## src/rtl/ptr_add_pkg.sv

```systemverilog
package ptr_add_pkg;
  localparam int unsigned HALF_W  = 32;
  localparam int unsigned SHIFT_W = 3;

  typedef enum logic [1:0] {
    OFS_FULL64 = 2'b00,
    OFS_ZEXT32 = 2'b01,
    OFS_SEXT32 = 2'b10,
    OFS_ALIAS  = 2'b11
  } ofs_mode_e;

  typedef enum logic [1:0] {
    HI_SRC_FULL,
    HI_SRC_ZERO,
    HI_SRC_SIGN
  } hi_src_e;

  // 11 folds onto the unsigned 32-bit path
  function automatic hi_src_e decode_mode(input logic [1:0] m);
    case (ofs_mode_e'(m))
      OFS_FULL64: return HI_SRC_FULL;
      OFS_SEXT32: return HI_SRC_SIGN;
      default:    return HI_SRC_ZERO;
    endcase
  endfunction
endpackage

```

## src/rtl/ptr_add_lo.sv

```systemverilog
module ptr_add_lo #(
  parameter int unsigned HALF_W  = 32,
  parameter int unsigned SHIFT_W = 3,
  localparam int unsigned SPILL_W = (1 << SHIFT_W) - 1
) (
  input  logic [HALF_W-1:0]  base_lo_i,
  input  logic [HALF_W-1:0]  ofs_lo_i,
  input  logic [SHIFT_W-1:0] shift_i,
  output logic [HALF_W-1:0]  sum_lo_o,
  // sideband to the high unit
  output logic               sb_carry_o,
  output logic [SPILL_W-1:0] sb_spill_o,
  output logic [SHIFT_W-1:0] sb_shift_o,
  output logic               sb_sign_o
);
  logic [HALF_W+SPILL_W-1:0] ofs_wide;
  logic [HALF_W:0]           sum_ext;

  always_comb begin
    ofs_wide = {{SPILL_W{1'b0}}, ofs_lo_i} << shift_i;
    sum_ext  = {1'b0, base_lo_i} + {1'b0, ofs_wide[HALF_W-1:0]};
  end

  assign sum_lo_o   = sum_ext[HALF_W-1:0];
  assign sb_carry_o = sum_ext[HALF_W];
  assign sb_spill_o = ofs_wide[HALF_W+SPILL_W-1:HALF_W];
  assign sb_shift_o = shift_i;
  assign sb_sign_o  = ofs_lo_i[HALF_W-1];
endmodule

```

## src/rtl/ptr_add_hi.sv

```systemverilog
module ptr_add_hi
  import ptr_add_pkg::*;
#(
  parameter int unsigned HALF_W  = 32,
  parameter int unsigned SHIFT_W = 3,
  localparam int unsigned SPILL_W = (1 << SHIFT_W) - 1
) (
  input  logic [HALF_W-1:0]  base_hi_i,
  input  logic [HALF_W-1:0]  ofs_hi_i,
  input  hi_src_e            hi_src_i,
  input  logic               sb_carry_i,
  input  logic [SPILL_W-1:0] sb_spill_i,
  input  logic [SHIFT_W-1:0] sb_shift_i,
  input  logic               sb_sign_i,
  output logic [HALF_W-1:0]  sum_hi_o
);
  logic [HALF_W-1:0] spill_w;
  logic [HALF_W-1:0] upper_src;
  logic [HALF_W-1:0] addend;
  logic [HALF_W:0]   sum_ext;

  assign spill_w = {{(HALF_W-SPILL_W){1'b0}}, sb_spill_i};

  always_comb begin
    unique case (hi_src_i)
      HI_SRC_FULL: upper_src = ofs_hi_i;
      HI_SRC_SIGN: upper_src = {HALF_W{sb_sign_i}};
      default:     upper_src = '0;
    endcase
    addend  = (upper_src << sb_shift_i) | spill_w;
    sum_ext = {1'b0, base_hi_i} + {1'b0, addend} + {{HALF_W{1'b0}}, sb_carry_i};
  end

  assign sum_hi_o = sum_ext[HALF_W-1:0];
endmodule

```

## src/rtl/split_ptr_adder.sv

```systemverilog
module split_ptr_adder
  import ptr_add_pkg::*;
#(
  parameter int unsigned HALF_W  = ptr_add_pkg::HALF_W,
  parameter int unsigned SHIFT_W = ptr_add_pkg::SHIFT_W,
  localparam int unsigned FULL_W  = 2 * HALF_W,
  localparam int unsigned SPILL_W = (1 << SHIFT_W) - 1
) (
  input  logic               clk_i,
  input  logic               rst_ni,
  input  logic               valid_i,
  input  logic [1:0]         mode_i,
  input  logic [SHIFT_W-1:0] shift_i,
  input  logic [FULL_W-1:0]  base_i,
  input  logic [FULL_W-1:0]  offset_i,
  output logic               valid_o,
  output logic [FULL_W-1:0]  result_o
);
  logic [HALF_W-1:0]  sum_lo, sum_hi;
  logic               sb_carry, sb_sign;
  logic [SPILL_W-1:0] sb_spill;
  logic [SHIFT_W-1:0] sb_shift;
  hi_src_e            hi_src;

  assign hi_src = decode_mode(mode_i);

  ptr_add_lo #(.HALF_W(HALF_W), .SHIFT_W(SHIFT_W)) u_lo (
    .base_lo_i  (base_i[HALF_W-1:0]),
    .ofs_lo_i   (offset_i[HALF_W-1:0]),
    .shift_i    (shift_i),
    .sum_lo_o   (sum_lo),
    .sb_carry_o (sb_carry),
    .sb_spill_o (sb_spill),
    .sb_shift_o (sb_shift),
    .sb_sign_o  (sb_sign)
  );

  ptr_add_hi #(.HALF_W(HALF_W), .SHIFT_W(SHIFT_W)) u_hi (
    .base_hi_i  (base_i[FULL_W-1:HALF_W]),
    .ofs_hi_i   (offset_i[FULL_W-1:HALF_W]),
    .hi_src_i   (hi_src),
    .sb_carry_i (sb_carry),
    .sb_spill_i (sb_spill),
    .sb_shift_i (sb_shift),
    .sb_sign_i  (sb_sign),
    .sum_hi_o   (sum_hi)
  );

  always_ff @(posedge clk_i or negedge rst_ni) begin
    if (!rst_ni) begin
      valid_o  <= 1'b0;
      result_o <= '0;
    end else begin
      valid_o <= valid_i;
      if (valid_i) result_o <= {sum_hi, sum_lo};
    end
  end
endmodule

```

## config.mk

```make
export PLATFORM = sky130hd
export DESIGN_NAME = split_ptr_adder
export DESIGN_NICKNAME = d
export VERILOG_FILES = /design/src/rtl/ptr_add_pkg.sv /design/src/rtl/ptr_add_lo.sv /design/src/rtl/ptr_add_hi.sv /design/src/rtl/split_ptr_adder.sv
export SDC_FILE = /design/constraint.sdc
export NUM_CORES = 1
export LEC_CHECK = 0
export BUFFER_PORTS_ARGS = -buffer_cell sky130_fd_sc_hd__buf_2
export CAP_MARGIN = 10
export CELL_PAD_IN_SITES_DETAIL_PLACEMENT = 1
export CELL_PAD_IN_SITES_GLOBAL_PLACEMENT = 1
export CORE_AREA = 2 2 150 152
export DETAILED_ROUTE_END_ITERATION = 8
export DIE_AREA = 0 0 152 154
export GPL_TIMING_DRIVEN = 0
export PLACE_DENSITY = 0.79
export SETUP_SLACK_MARGIN = 0.3
export SYNTH_ARGS = -nofsm -noshare
export SYNTH_HDL_FRONTEND = slang
export SYNTH_HIERARCHICAL = 1
export SYNTH_SLANG_ARGS = --single-unit
export TNS_END_PERCENT = 100
```

## constraint.sdc

```tcl
create_clock -name clk_i -period 1.45 [get_ports clk_i]
set_clock_uncertainty 0.05 [all_clocks]
set_input_delay 0.29 -clock clk_i [delete_from_list [all_inputs] [get_ports clk_i]]
set_output_delay 0.29 -clock clk_i [all_outputs]
set_load 0.02 [all_outputs]
```

* Word level (Yosys, flattened, before mapping) *
Index checks and enable logic that the tools add are counted.

storage, ports and cells
  memories kept = 0
  input port bits = 136
  bits in read-only memories = 0
  word-level logic and storage cells = 14
  register bits = 65
  bits in latches = 0
  output and inout port bits = 65
  memory bits (writable) = 0

operators by class
  $add $sub $neg = 3
  reductions and logical operators = 2
  $mul = 0
  div/mod/pow operators = 0
  $lt $le $gt $ge = 0
  shifts and indexed selects = 2
  bitwise logic cells = 1
  equality and inequality tests = 2
  mux-type cells = 2

operator list
  operator            number
  $pmux 32 s2         1
  $shl 32x3->39       1
  $add 32x32->33      1
  $add 32x1->32       1
  $add 32x32->32      1
  $or 32x7->32        1
  $shl 32x3->32       1
  $eq 2x2->1 const B  2
  $logic_not 2->1     2
  $pmux 2 s2          1

* Logic depth before layout (Yosys ltp) *
  depth in word-level cells = 8
  mapped depth = 24

* By module *
The synthesis kept the hierarchy.

modules (own cells, without submodules)
  module           seq. area each (um^2)  times used  cells each  area each (um^2)
  ptr_add_lo       0.0                    1           355         2940.3
  ptr_add_hi       0.0                    1           409         2935.3
  split_ptr_adder  1626.6                 1           138         2713.9

* Worst setup path before layout *
Ideal clock, no wire load.

  kind = input-to-reg
  from = input port shift_i[1]
  to = register result_o[58]
  arrival = 5.257 ns
  path slack = -3.982 ns
  cell stages on the path = 23
  path buffers = 2
  path through = clkbuf_1 > clkbuf_1 > mux2i_1 > nand2_1 > o21ai_0 > o22ai_1 > ha_1 > o211ai_1 > o211ai_1 > o2bb2ai_1 > o31ai_2 > o21ai_0 > inv_1 > fa_1 > fa_1 > nand2b_1 > a21oi_1 > o2111ai_1 > o41a_1 > a211oi_1 > a21oi_1 > xnor2_1 > mux2_4

between the ends
  elaborated cells on any way between the ends = 6
  those cells by class = add/sub (3); shift (2); bitwise (1)

RTL lines
  item                    line                   RTL
  start: declaration      split_ptr_adder.sv:13  input logic [SHIFT_W-1:0] shift_i,
  $shl 32x3->39           ptr_add_lo.sv:20       ofs_wide = {{SPILL_W{1'b0}}, ofs_lo_i} << shift_i;
  $add 32x32->33          ptr_add_lo.sv:21       sum_ext = {1'b0, base_lo_i} + {1'b0, ofs_wide[HALF_W-1:0]};
  net sb_carry            split_ptr_adder.sv:20  logic sb_carry, sb_sign;
  $add 32x1->32           ptr_add_hi.sv:31       sum_ext = {1'b0, base_hi_i} + {1'b0, addend} + {{HALF_W{1'b0}}, sb_carry_i};
  net sum_hi[26]          split_ptr_adder.sv:19  logic [HALF_W-1:0] sum_lo, sum_hi;
  end signal: assignment  split_ptr_adder.sv:55  if (valid_i) result_o <= {sum_hi, sum_lo};
  end: declaration        split_ptr_adder.sv:17  output logic [FULL_W-1:0] result_o

The timed path passes the listed nets, and every way through them passes these cells.
A chain may end at the register's enable or synchronous reset.

* Worst setup path after layout *
  from = input port shift_i[1]
  to = register result_o[62]

Same word-level chain as after synthesis.

==> flow_summary.toml <==
[global_route]
grt_max_degree = 43
grt-ovfl-total = 0
antenna_found_initial = 2
grt_pass1_wl_um = 56900
grt_use_total_pct = 30.9
grt_pass1_vias = 9955

[clock_network]
cts_sinks = 65
cts_tree = "yes"
clock_path_buffers = 2
insertion_delay_ns = 0.34
ctsHtreeMaxLevel = 3
cts-root-buf = "clkbuf_16"
cts_buffers = 9
path_clk_slew_ns = 0.05

[floorplanning]
start_util_pct = 39.6
dieArea_um2 = 23400
die_w_um = 152
io_pins = 201
die_h_um = 154
rows = 54
coreArea_um2 = 21700

[critical_path]
critPathCaptureType = "flop"
worstSetupPathType = "in2reg"
timing.critical_path.required_ns = 1.63
start_kind = "primary input"
crit_arrival_ns = 5.61
cp_max_fo = 10

[yosys]
synth-edff-count = 0
postSynthAreaPerCell_um2 = 9.52
synth_top_area_cell = "dfrtp_1"
synth_area_um2 = 8590
yosys-top-cells-area = "dfrtp_1, mux2_4, mux2i_1"
ys_seq_area_share_pct = 18.9
synth_nets = 1103
synth_cell_type_count = 79
netlist_instances = 902
synth_common_cells = "mux2i_1, o21ai_0, dfrtp_1"
ys.flop_type = "dfrtp_1"
ys_seq_elements = 65
synth_most_common_cell = "mux2i_1"
ys.warnings.count = 6
synth_top_area_share_pct = 18.9
ys_async_sr_fraction_pct = 100

[route]
routed_wl_um = 45600
drtAntennaViolNets = 0
wire_per_inst_um = 29.4
dr.pass1.iters = 5
vias_per_cell = 6.32
drc = 0
vias = 9801
drtIter0Drc = 735

[timing]
hold_ws_ns = 0.0222
slew_headroom_pct = 46.9
fmax_mhz = 184
fin_ws_ns = -3.98
final-hold-violation-count = 0
tightest_slew_ns = 0.797
final-setup-viol-count = 63
period_share_pct = 375
min_period_ns = 5.43
rsz0062_at_grt = "true"
timing.final.max_slew_violations = 0

[power_and_ir_drop]
power_per_cell_area_nw_per_um2 = 1240
leakage_nw = 6.23
peakVddDrop_mv = 0.642

[cells_and_area]
drive_gt1_share_pct = 52.4
area_growth_pct = 54.6
nNetsFinal = 1467
layout.cells.non_filler = 1551

[outcome]
violations = "setup timing"
outcome = "complete, but fails checks"

[placement]
placed_cells = 1381
place_hpwl_um = 24000
place_congestion = 0.899
io_buffers = 198

[flow_run]
cap_violations = 0

[hold_path]
hold_path_class = "in2reg"
-- logic make-up (layout without fill, tap and decap cells) --
kind of cell / after synthesis / after routing / share of synthesized area, %
buffers and inverters: 80 / 448 / 4.98
multiplexers: 194 / 194 / 29.6
flip-flops: 65 / 65 / 18.9
AND/OR/NAND/NOR: 174 / 174 / 10.0
XOR/XNOR: 59 / 59 / 6.02
AO/OA/AOI/OAI: 265 / 265 / 20.7
adder cells (fa/ha/maj): 65 / 65 / 9.73
other: 0 / 1 / 0
-- per-stage QoR --
| stage | setup slack (ns) | power [mW] | util, % | setup TNS, ns | area [µm²] |
|---|---|---|---|---|---|
| 2_1_floorplan | -3.33 | 7.86 | - | -127.55 | 9010 |
| 3_3_place_gp | -4.26 | 9.71 | 47.7 | -188.76 | 10400 |
| 3_5_place_dp | -4.30 | 9.91 | 47.9 | -167.57 | 10400 |
| 4_1_cts | -3.44 | 14.4 | 57.3 | -123.97 | 12400 |
| 5_1_grt | -4.04 | 16.9 | 61.2 | -156.26 | 13300 |
| 6_report | -3.98 | 16.4 | 61.2 | -154.57 | 13300 |
-- what timing repair did --
action / 4_1_cts / 5_1_grt
hold buffers: 1 / 0
setup buffers: 87 / 63
gates cloned: 3 / 0
pin swaps: 55 / 47
endpoints found under the setup margin: 129 / 129
resized for setup: 262 / 77
endpoints found under the hold margin: 23 / 0
-- registers in the layout (all words and copies together) (netlist names) --
register and cells:
result_o 64, valid_o 1
-- worst paths after layout --
kind	cells after the start	start	slack [ns]	to
worst max-delay path	24	shift_i[1]	-3.98	result_o[62]$_DFFE_PN0P_
worst min-delay path	1	valid_i	0.02	valid_o$_DFF_PN0_
worst max register to register	3	result_o[27]$_DFFE_PN0P_	0.31	result_o[27]$_DFFE_PN0P_
worst min register to register	1	result_o[61]$_DFFE_PN0P_	0.48	result_o[61]$_DFFE_PN0P_
max in group asynchronous	3	rst_ni	0.36	result_o[55]$_DFFE_PN0P_
min in group asynchronous	2	rst_ni	0.39	result_o[17]$_DFFE_PN0P_
-- critical path, stage by stage --
cell and delay (ns):
clkbuf_16 0.15, clkbuf_16 0.16, buf_4 0.11, mux2i_1 0.31, nand2_1 0.11, o211ai_1 0.11, o21ai_0 0.31, ha_1 0.44
and3_1 0.29, nand2_1 0.14, nor2_1 0.26, nand2_1 0.11, o21ai_1 0.14, inv_1 0.08, fa_2 0.37, fa_2 0.36
nand2b_4 0.17, a21oi_4 0.22, o2111ai_4 0.15, o41a_1 0.41, a211oi_2 0.36, a21oi_1 0.13, xnor2_1 0.15, mux2_4 0.26
-- cell type report --
cell class,instances,area [µm²]
Tap cell,280,350
Multi-Input combinational cell,757,7630
Sequential cell,65,1630
Timing Repair Buffer,353,2750
Inverter,23,91.3
Clock buffer,12,246
Buffer,57,569
Fill cell,2371,8410
Clock inverter,3,17.5
Antenna cell,1,2.50
-- layer usage --
metal	part of all wire (%)	vias to the layer above	GRT usage [%]
li1	-	4114	-
met1	35	4773	34.8
met2	48	628	56.4
met3	7.1	284	4.90
met4	9.1	2	16.1
met5	0.035	-	0
-- power breakdown --
part,total [mW],leakage (nW),internal [mW],switching [mW]
Combinational,11.1,5.34,5.71,5.39
Clock,2.20,0.128,1.20,1.00
Sequential,3.12,0.760,2.51,0.616
Total,16.4,6.23,9.41,7.00
-- cell usage in the layout, fill, tap and decap left out, types with 8 or more instances in the layout --
cell,instances
a21o_1,37
a21oi_1,42
a21oi_2,15
a21oi_4,8
buf_12,8
buf_2,135
buf_4,125
buf_6,100
clkbuf_1,20
clkbuf_16,15
dfrtp_1,65
ha_1,41
ha_4,20
inv_1,17
mux2_2,13
mux2_4,80
mux2i_1,75
mux4_2,21
nand2_1,43
nand2b_1,8
nand3_1,10
nor2_1,41
nor3_1,11
o211ai_1,8
o21a_1,8
o21ai_0,55
o21ai_2,10
o21bai_1,8
xnor2_1,38
xor2_1,14
(Power assumes the default switching activity.)
